[src/rtl/usb_attach_pkg.sv]
package usb_attach_pkg;

  // Line pair encoded as {dp, dm}
  typedef enum logic [1:0] {
    LN_SE0     = 2'b00,
    LN_LS_IDLE = 2'b01,
    LN_FS_IDLE = 2'b10,
    LN_BAD     = 2'b11
  } line_pair_e;

  // Cycles needed to cover a time window, rounded up
  function automatic int unsigned qual_cycles(input int unsigned clk_hz,
                                              input int unsigned window_ns);
    longint unsigned prod;
    prod = longint'(clk_hz) * longint'(window_ns);
    return int'((prod + 64'd999_999_999) / 64'd1_000_000_000);
  endfunction

endpackage

[src/rtl/attach_sync.sv]
module attach_sync #(
  parameter int WIDTH  = 2,
  parameter int STAGES = 2
) (
  input  logic             clk,
  input  logic             rst_n,
  input  logic [WIDTH-1:0] din,
  output logic [WIDTH-1:0] dout
);

  for (genvar b = 0; b < WIDTH; b++) begin : g_bit
    logic [STAGES-1:0] chain;
    always_ff @(posedge clk or negedge rst_n) begin
      if (!rst_n) chain <= '0;
      else        chain <= {chain[STAGES-2:0], din[b]};
    end
    assign dout[b] = chain[STAGES-1];
  end

endmodule

[src/rtl/attach_stable_timer.sv]
module attach_stable_timer
  import usb_attach_pkg::*;
#(
  parameter int QUAL = 30
) (
  input  logic       clk,
  input  logic       rst_n,
  input  logic [1:0] line_now,
  output line_pair_e cand,
  output logic       stable
);

  localparam int CW = (QUAL > 2) ? $clog2(QUAL) : 1;
  localparam logic [CW-1:0] LAST = CW'(QUAL - 1);

  logic [CW-1:0] held;

  always_ff @(posedge clk or negedge rst_n) begin
    if (!rst_n) begin
      cand <= LN_SE0;
      held <= '0;
    end else begin
      cand <= line_pair_e'(line_now);
      if (line_now != cand)  held <= '0;
      else if (held != LAST) held <= held + 1'b1;
    end
  end

  assign stable = (held == LAST);

  // A fresh candidate can never be stable at once
  p_restart_r4: assert property (@(posedge clk) disable iff (!rst_n)
    !$stable(cand) |-> !stable);

endmodule

[src/rtl/attach_fsm.sv]
module attach_fsm
  import usb_attach_pkg::*;
(
  input  logic       clk,
  input  logic       rst_n,
  input  line_pair_e cand,
  input  logic       stable,
  output logic       attached,
  output logic       is_low_speed,
  output logic       attach_event
);

  always_ff @(posedge clk or negedge rst_n) begin
    if (!rst_n) begin
      attached     <= 1'b0;
      is_low_speed <= 1'b0;
      attach_event <= 1'b0;
    end else begin
      attach_event <= 1'b0;
      if (stable) begin
        unique case (cand)
          LN_SE0: if (attached) begin
            attached     <= 1'b0;
            is_low_speed <= 1'b0;
          end
          LN_LS_IDLE: if (!attached) begin
            attached     <= 1'b1;
            is_low_speed <= 1'b1;
            attach_event <= 1'b1;
          end
          LN_FS_IDLE: if (!attached) begin
            attached     <= 1'b1;
            is_low_speed <= 1'b0;
            attach_event <= 1'b1;
          end
          default: ;
        endcase
      end
    end
  end

  p_event_on_rise_r7: assert property (@(posedge clk) disable iff (!rst_n)
    attach_event |-> (attached && !$past(attached)));
  p_event_single_r7: assert property (@(posedge clk) disable iff (!rst_n)
    attach_event |=> !attach_event);
  p_speed_needs_attach_r6: assert property (@(posedge clk) disable iff (!rst_n)
    !attached |-> !is_low_speed);
  p_speed_hold_r8: assert property (@(posedge clk) disable iff (!rst_n)
    (attached && $past(attached)) |-> $stable(is_low_speed));

endmodule

[src/rtl/usb_attach_detect.sv]
module usb_attach_detect
  import usb_attach_pkg::*;
#(
  parameter int unsigned CLK_FREQ_HZ = 12_000_000,
  parameter int unsigned QUAL_NS     = 2500,
  parameter int          SYNC_STAGES = 2
) (
  input  logic clk,
  input  logic rst_n,
  input  logic dp_raw,
  input  logic dm_raw,
  output logic attached,
  output logic is_low_speed,
  output logic attach_event
);

  localparam int QUAL_RAW    = int'(qual_cycles(CLK_FREQ_HZ, QUAL_NS));
  localparam int QUAL_CYCLES = (QUAL_RAW < 2) ? 2 : QUAL_RAW;

  logic [1:0] line_sync;
  line_pair_e cand;
  logic       stable;

  attach_sync #(.WIDTH(2), .STAGES(SYNC_STAGES)) u_sync (
    .clk  (clk),
    .rst_n(rst_n),
    .din  ({dp_raw, dm_raw}),
    .dout (line_sync)
  );

  attach_stable_timer #(.QUAL(QUAL_CYCLES)) u_timer (
    .clk     (clk),
    .rst_n   (rst_n),
    .line_now(line_sync),
    .cand    (cand),
    .stable  (stable)
  );

  attach_fsm u_fsm (
    .clk         (clk),
    .rst_n       (rst_n),
    .cand        (cand),
    .stable      (stable),
    .attached    (attached),
    .is_low_speed(is_low_speed),
    .attach_event(attach_event)
  );

  // Attach only after a qualified, valid idle pattern
  p_attach_needs_stable_r5: assert property (@(posedge clk) disable iff (!rst_n)
    $rose(attached) |-> ($past(stable) && ($past(cand) != LN_BAD)
                         && ($past(cand) != LN_SE0)));
  p_detach_needs_se0_r6: assert property (@(posedge clk) disable iff (!rst_n)
    $fell(attached) |-> ($past(stable) && ($past(cand) == LN_SE0)));

endmodule

[config.mk]
export PLATFORM = sky130hd
export DESIGN_NAME = usb_attach_detect
export DESIGN_NICKNAME = d
export VERILOG_FILES = /design/src/rtl/usb_attach_pkg.sv /design/src/rtl/attach_sync.sv /design/src/rtl/attach_stable_timer.sv /design/src/rtl/attach_fsm.sv /design/src/rtl/usb_attach_detect.sv
export SDC_FILE = /design/constraint.sdc
export NUM_CORES = 1
export LEC_CHECK = 0
export BUFFER_PORTS_ARGS = -buffer_cell sky130_fd_sc_hd__buf_2
export CORE_AREA = 4 4 41 43
export CTS_CLUSTER_DIAMETER = 150
export DETAILED_ROUTE_END_ITERATION = 10
export DIE_AREA = 0 0 45 47
export GPL_ROUTABILITY_DRIVEN = 0
export PLACE_DENSITY = 0.7
export SETUP_SLACK_MARGIN = 0.15
export SLEW_MARGIN = 20
export SYNTH_ARGS = -nofsm -noshare
export SYNTH_HDL_FRONTEND = slang
export SYNTH_SLANG_ARGS = --single-unit
[constraint.sdc]
create_clock -name clk -period 3 [get_ports clk]
set_input_delay 0.75 -clock clk [delete_from_list [all_inputs] [get_ports clk]]
set_output_delay 0.75 -clock clk [all_outputs]
set_load 0.1 [all_outputs]
Word-level counts from Yosys, hierarchy flattened --
Index checks and enable logic that the tools add are counted.
Storage, ports and cells: output and inout bits 3, register bits 14, bits of input ports 4
Operators by class: multiplexer cells 10, equal/unequal tests 8, add/sub/neg operators 1, reduce and logical (&&, ||, !) cells 7
Operators by type and width (count):
- $mux 5 | 2
- $mux 1 | 6
- $add 5x1->5 const B | 1
- $eq 5x5->1 const B | 1
- $ne 5x5->1 const B | 1
- $reduce_and 5->1 | 1
- $ne 2x2->1 const B | 2
- $reduce_bool 2->1 | 2
- $pmux 1 s3 | 1
- $reduce_bool 3->1 | 1
- $eq 2x1->1 const B | 1
- $eq 2x2->1 const B | 1
- $logic_not 2->1 | 1
- $ne 2x1->1 const B | 1
- $ne 2x2->1 | 1
- $pmux 1 s2 | 1
- $reduce_and 2->1 | 1
- $reduce_or 2->1 | 1

Depth between registers and ports, before layout --
word-level depth 4, gate-level depth with buffers 5, mapped depth without buffers 5

Modules after synthesis --
Synthesis repeated with hierarchy kept, for this count alone.
Second synthesis, totals: cells, all modules 54, area total of the unflattened synthesis 663.1 sq um
By module, submodules not included:
- attach_stable_timer | cells each 29, seq. area each 175.2 sq um, area each 331.6 sq um, instances 1
- attach_fsm | cells each 19, seq. area each 75.1 sq um, area each 216.5 sq um, instances 1
- attach_sync | cells each 6, seq. area each 100.1 sq um, area each 115.1 sq um, instances 1

Least setup slack after synthesis --
OpenSTA, ideal clock, no wires.
path kind flip-flop to output port, start point register u_fsm.attached, end point output attached, cell stages (with the launch flop) 1, setup slack 1.305 ns, arrival 0.945 ns, data required time 2.250 ns, cell sequence dfrtp_1
RTL lines:
- start: declaration | line attach_fsm.sv:8 | output logic attached,
- start signal: assignment | line attach_fsm.sv:15 | attached <= 1'b0;
- start signal: assignment | line attach_fsm.sv:23 | attached <= 1'b0;
- start signal: assignment | line attach_fsm.sv:27 | attached <= 1'b1;
- end: declaration | line usb_attach_detect.sv:12 | output logic attached,
No word-level cell between the ends.

Worst setup path in the final report --
start point register u_fsm.attached, end point output attached
No word-level cell between the ends.

==> results.py <==
metrics = {
    "outcome": {
        "status": "finished, final reports clean",
    },
    "clock_network": {
        "cts_hold_buf": 0,
        "cts_buffers": 3,
        "path_clk_slew_ns": 0.08,
        "htreeDepth": 1,
        "clock_tree.root_cell": "clkbuf_4",
        "clock-sinks": 14,
        "post_cts_buffers": 0,
        "insertion_delay_ns": 0.27,
        "cts_resized": 0,
        "cts_buffer_depth": 2,
        "cts_tree": "yes",
    },
    "layout": {
        "nets": 72,
        "insertedDiodeCount": 0,
        "area_growth_pct": 13.47,
        "drive_above_1_share_pct": 22.95,
    },
    "timing": {
        "clock_skew_ns": 0.002222,
        "tightest_slew_ns": 0.4855,
        "slew_viol_final": 0,
        "hold_viol_final": 0,
        "rsz0062_at_grt": "no",
        "max_freq_mhz": 525.8,
        "fin_hold_ws_ns": 0.3431,
        "fin_crit_ns": 1.902,
        "setup_viol": 0,
        "finalCritPeriodShare_pct": 63.39,
        "relSlewSlack_pct": 67.86,
        "setup_tns_ns": 0,
    },
    "global_routing": {
        "grt_first_pass_wirelength_um": 1621,
        "grt_antenna_before_repair": 0,
        "grt_pass1_vias": 407,
        "track_usage_pct": 11.32,
        "grt_max_degree": 15,
        "grt_remaining_overflow": 0,
    },
    "logic_synthesis": {
        "synthCells": 51,
        "syn_nets": 61,
        "ys_ff_latch": 14,
        "syn_area_um2": 631.9,
        "synth-async-reset-ratio_pct": 100.0,
        "ys.flop_type": "dfrtp_1",
        "synth_edf_count": 0,
        "ys_seq_area_share_pct": 55.45,
        "ys_warn_count": 0,
        "syn_avg_cell_area_um2": 12.39,
        "synth_cell_type_count": 20,
    },
    "floorplanning": {
        "die-area_um2": 2115,
        "die_h_um": 47,
        "die_w_um": 45,
        "placementRows": 13,
        "start_util_pct": 48.56,
        "coreArea_um2": 1301,
        "ios": 7,
    },
    "critical_path": {
        "arrival_ns": 1.15,
        "worst_setup_path_start_kind": "flip-flop",
        "cp_top_family": "buffers and inverters",
        "worstSetupPathType": "reg2out",
        "crit_path_max_fanout": 6,
        "cpPeakStageDelay_ns": 0.45,
        "critPathRequiredTime_ns": 2.25,
        "cpMaxStageDelayCell": "buf_2",
        "cp-end-kind": "output pin",
        "cp_cell_sequence": "buf_2",
        "worst-path-buf-inv": 1,
    },
    "route": {
        "wl_um": 956,
        "ant_nets": 0,
        "drt_iter0_drc": 7,
        "post_drt_wl_per_cell_um": 12.58,
        "avgViaCountPerCell": 5.342,
        "vias": 406,
        "first_pass_iters": 2,
        "drc": 0,
    },
    "power": {
        "leakage_nw": 0.3625,
        "vdd_drop_max_uv": 266.0,
        "power_density_nw_per_um2": 500.9,
    },
    "placement": {
        "io_buffers": 6,
    },
    "flow_run": {
        "maxCapViolCount": 0,
    },
    "min_path": {
        "hold_path.class": "in2async",
    },
}
synth_stat cells, drive strengths merged, types with 2 or more instances:
| library cell | n | area, um2 |
|---|---|---|
| a211oi | 2 | 15.01 |
| nor3 | 2 | 10.01 |
| xnor2 | 3 | 26.28 |
| dfrtp | 14 | 350.3 |
| nor3b | 2 | 15.01 |
| ha | 6 | 75.07 |
| a31oi | 2 | 12.51 |
| inv | 3 | 11.26 |
| nand3 | 3 | 15.01 |
| nor2 | 4 | 15.01 |
metrics by stage:
stage	worst slack [ns]	cell area, um2	cells	total power, W	util (%)
floorplan	1.305	631.9	51	0.0002202	-
global placement	1.429	680.7	72	0.0002295	52.31
detailed placement	1.397	680.7	72	0.0002304	52.31
CTS	1.083	716.9	76	0.0003645	55.10
global route	1.038	716.9	76	0.0003776	55.10
finish	1.098	716.9	76	0.0003591	55.10
worst paths after layout:
kind	end	slack [ns]	start	cells past startpoint
setup / recovery	attached	1.10	u_fsm.attached$_DFFE_PN0P_	1
hold / removal	u_timer.held[2]$_DFFE_PN0P_	0.34	rst_n	1
setup reg to reg	u_fsm.is_low_speed$_DFFE_PN0P_	1.44	u_timer.held[1]$_DFFE_PN0P_	5
hold reg to reg	u_sync.g_bit[1].chain[1]$_DFF_PN0_	0.36	u_sync.g_bit[1].chain[0]$_DFF_PN0_	0
max in group asynchronous	u_timer.cand[0]$_DFF_PN0_	2.43	rst_n	1
min in group clk	u_sync.g_bit[1].chain[1]$_DFF_PN0_	0.36	u_sync.g_bit[1].chain[0]$_DFF_PN0_	0
layer usage:
metal | track usage (%) | vias to the layer above | share of wire (%)
li1 | - | 200 | -
met1 | 11.90 | 194 | 43
met2 | 18.93 | 10 | 50
met3 | 4.598 | 2 | 5.9
met4 | 7.018 | 0 | 1.4
met5 | 0 | - | 0
flip-flops by register name, summed over array words and instances, names as in the netlist:
signal and cells:
u_fsm.attach_event 1, u_fsm.attached 1, u_fsm.is_low_speed 1, u_sync.g_bit.chain 4
u_timer.cand 2, u_timer.held 5
cell usage in the layout (no fill, tap or decap):
cell type / instances
nand3_1: 3
clkbuf_8: 1
a21oi_1: 1
buf_2: 6
xnor2_1: 3
nor2_1: 4
o21ai_0: 1
mux2_2: 1
or2b_2: 1
ha_1: 6
nand4_4: 1
or4_1: 1
nor3_1: 2
clkbuf_4: 3
nand2_1: 1
a211oi_1: 2
a211o_1: 1
and3_2: 1
nor3b_1: 2
inv_1: 3
nand3b_1: 1
dfrtp_1: 14
a31oi_1: 2
power by group:
group	internal (W)	switching (W)
registers	0.000195	0.00000655
clock network	0.0000738	0.0000592
logic	0.0000106	0.0000138
total	0.000280	0.0000796
logic make-up after synthesis:
kind of cell	share of synthesized area [%]
muxes	1.782
AOI/OAI and AO/OA	7.324
buffers and inverters	1.782
adders and majority gates	11.88
and+or+nand+nor	17.62
DFF	55.45
xor gates and xnor gates	4.159
cell type report:
type | instances | area (um2)
tap | 15 | 18.77
clock buffer | 4 | 36.28
timing repair buffer | 6 | 30.03
sequential | 14 | 350.3
fill | 111 | 584.3
multi-input combinational | 34 | 270.3
inverter | 3 | 11.26
No activity file was read; power rests on OpenSTA's default activity.
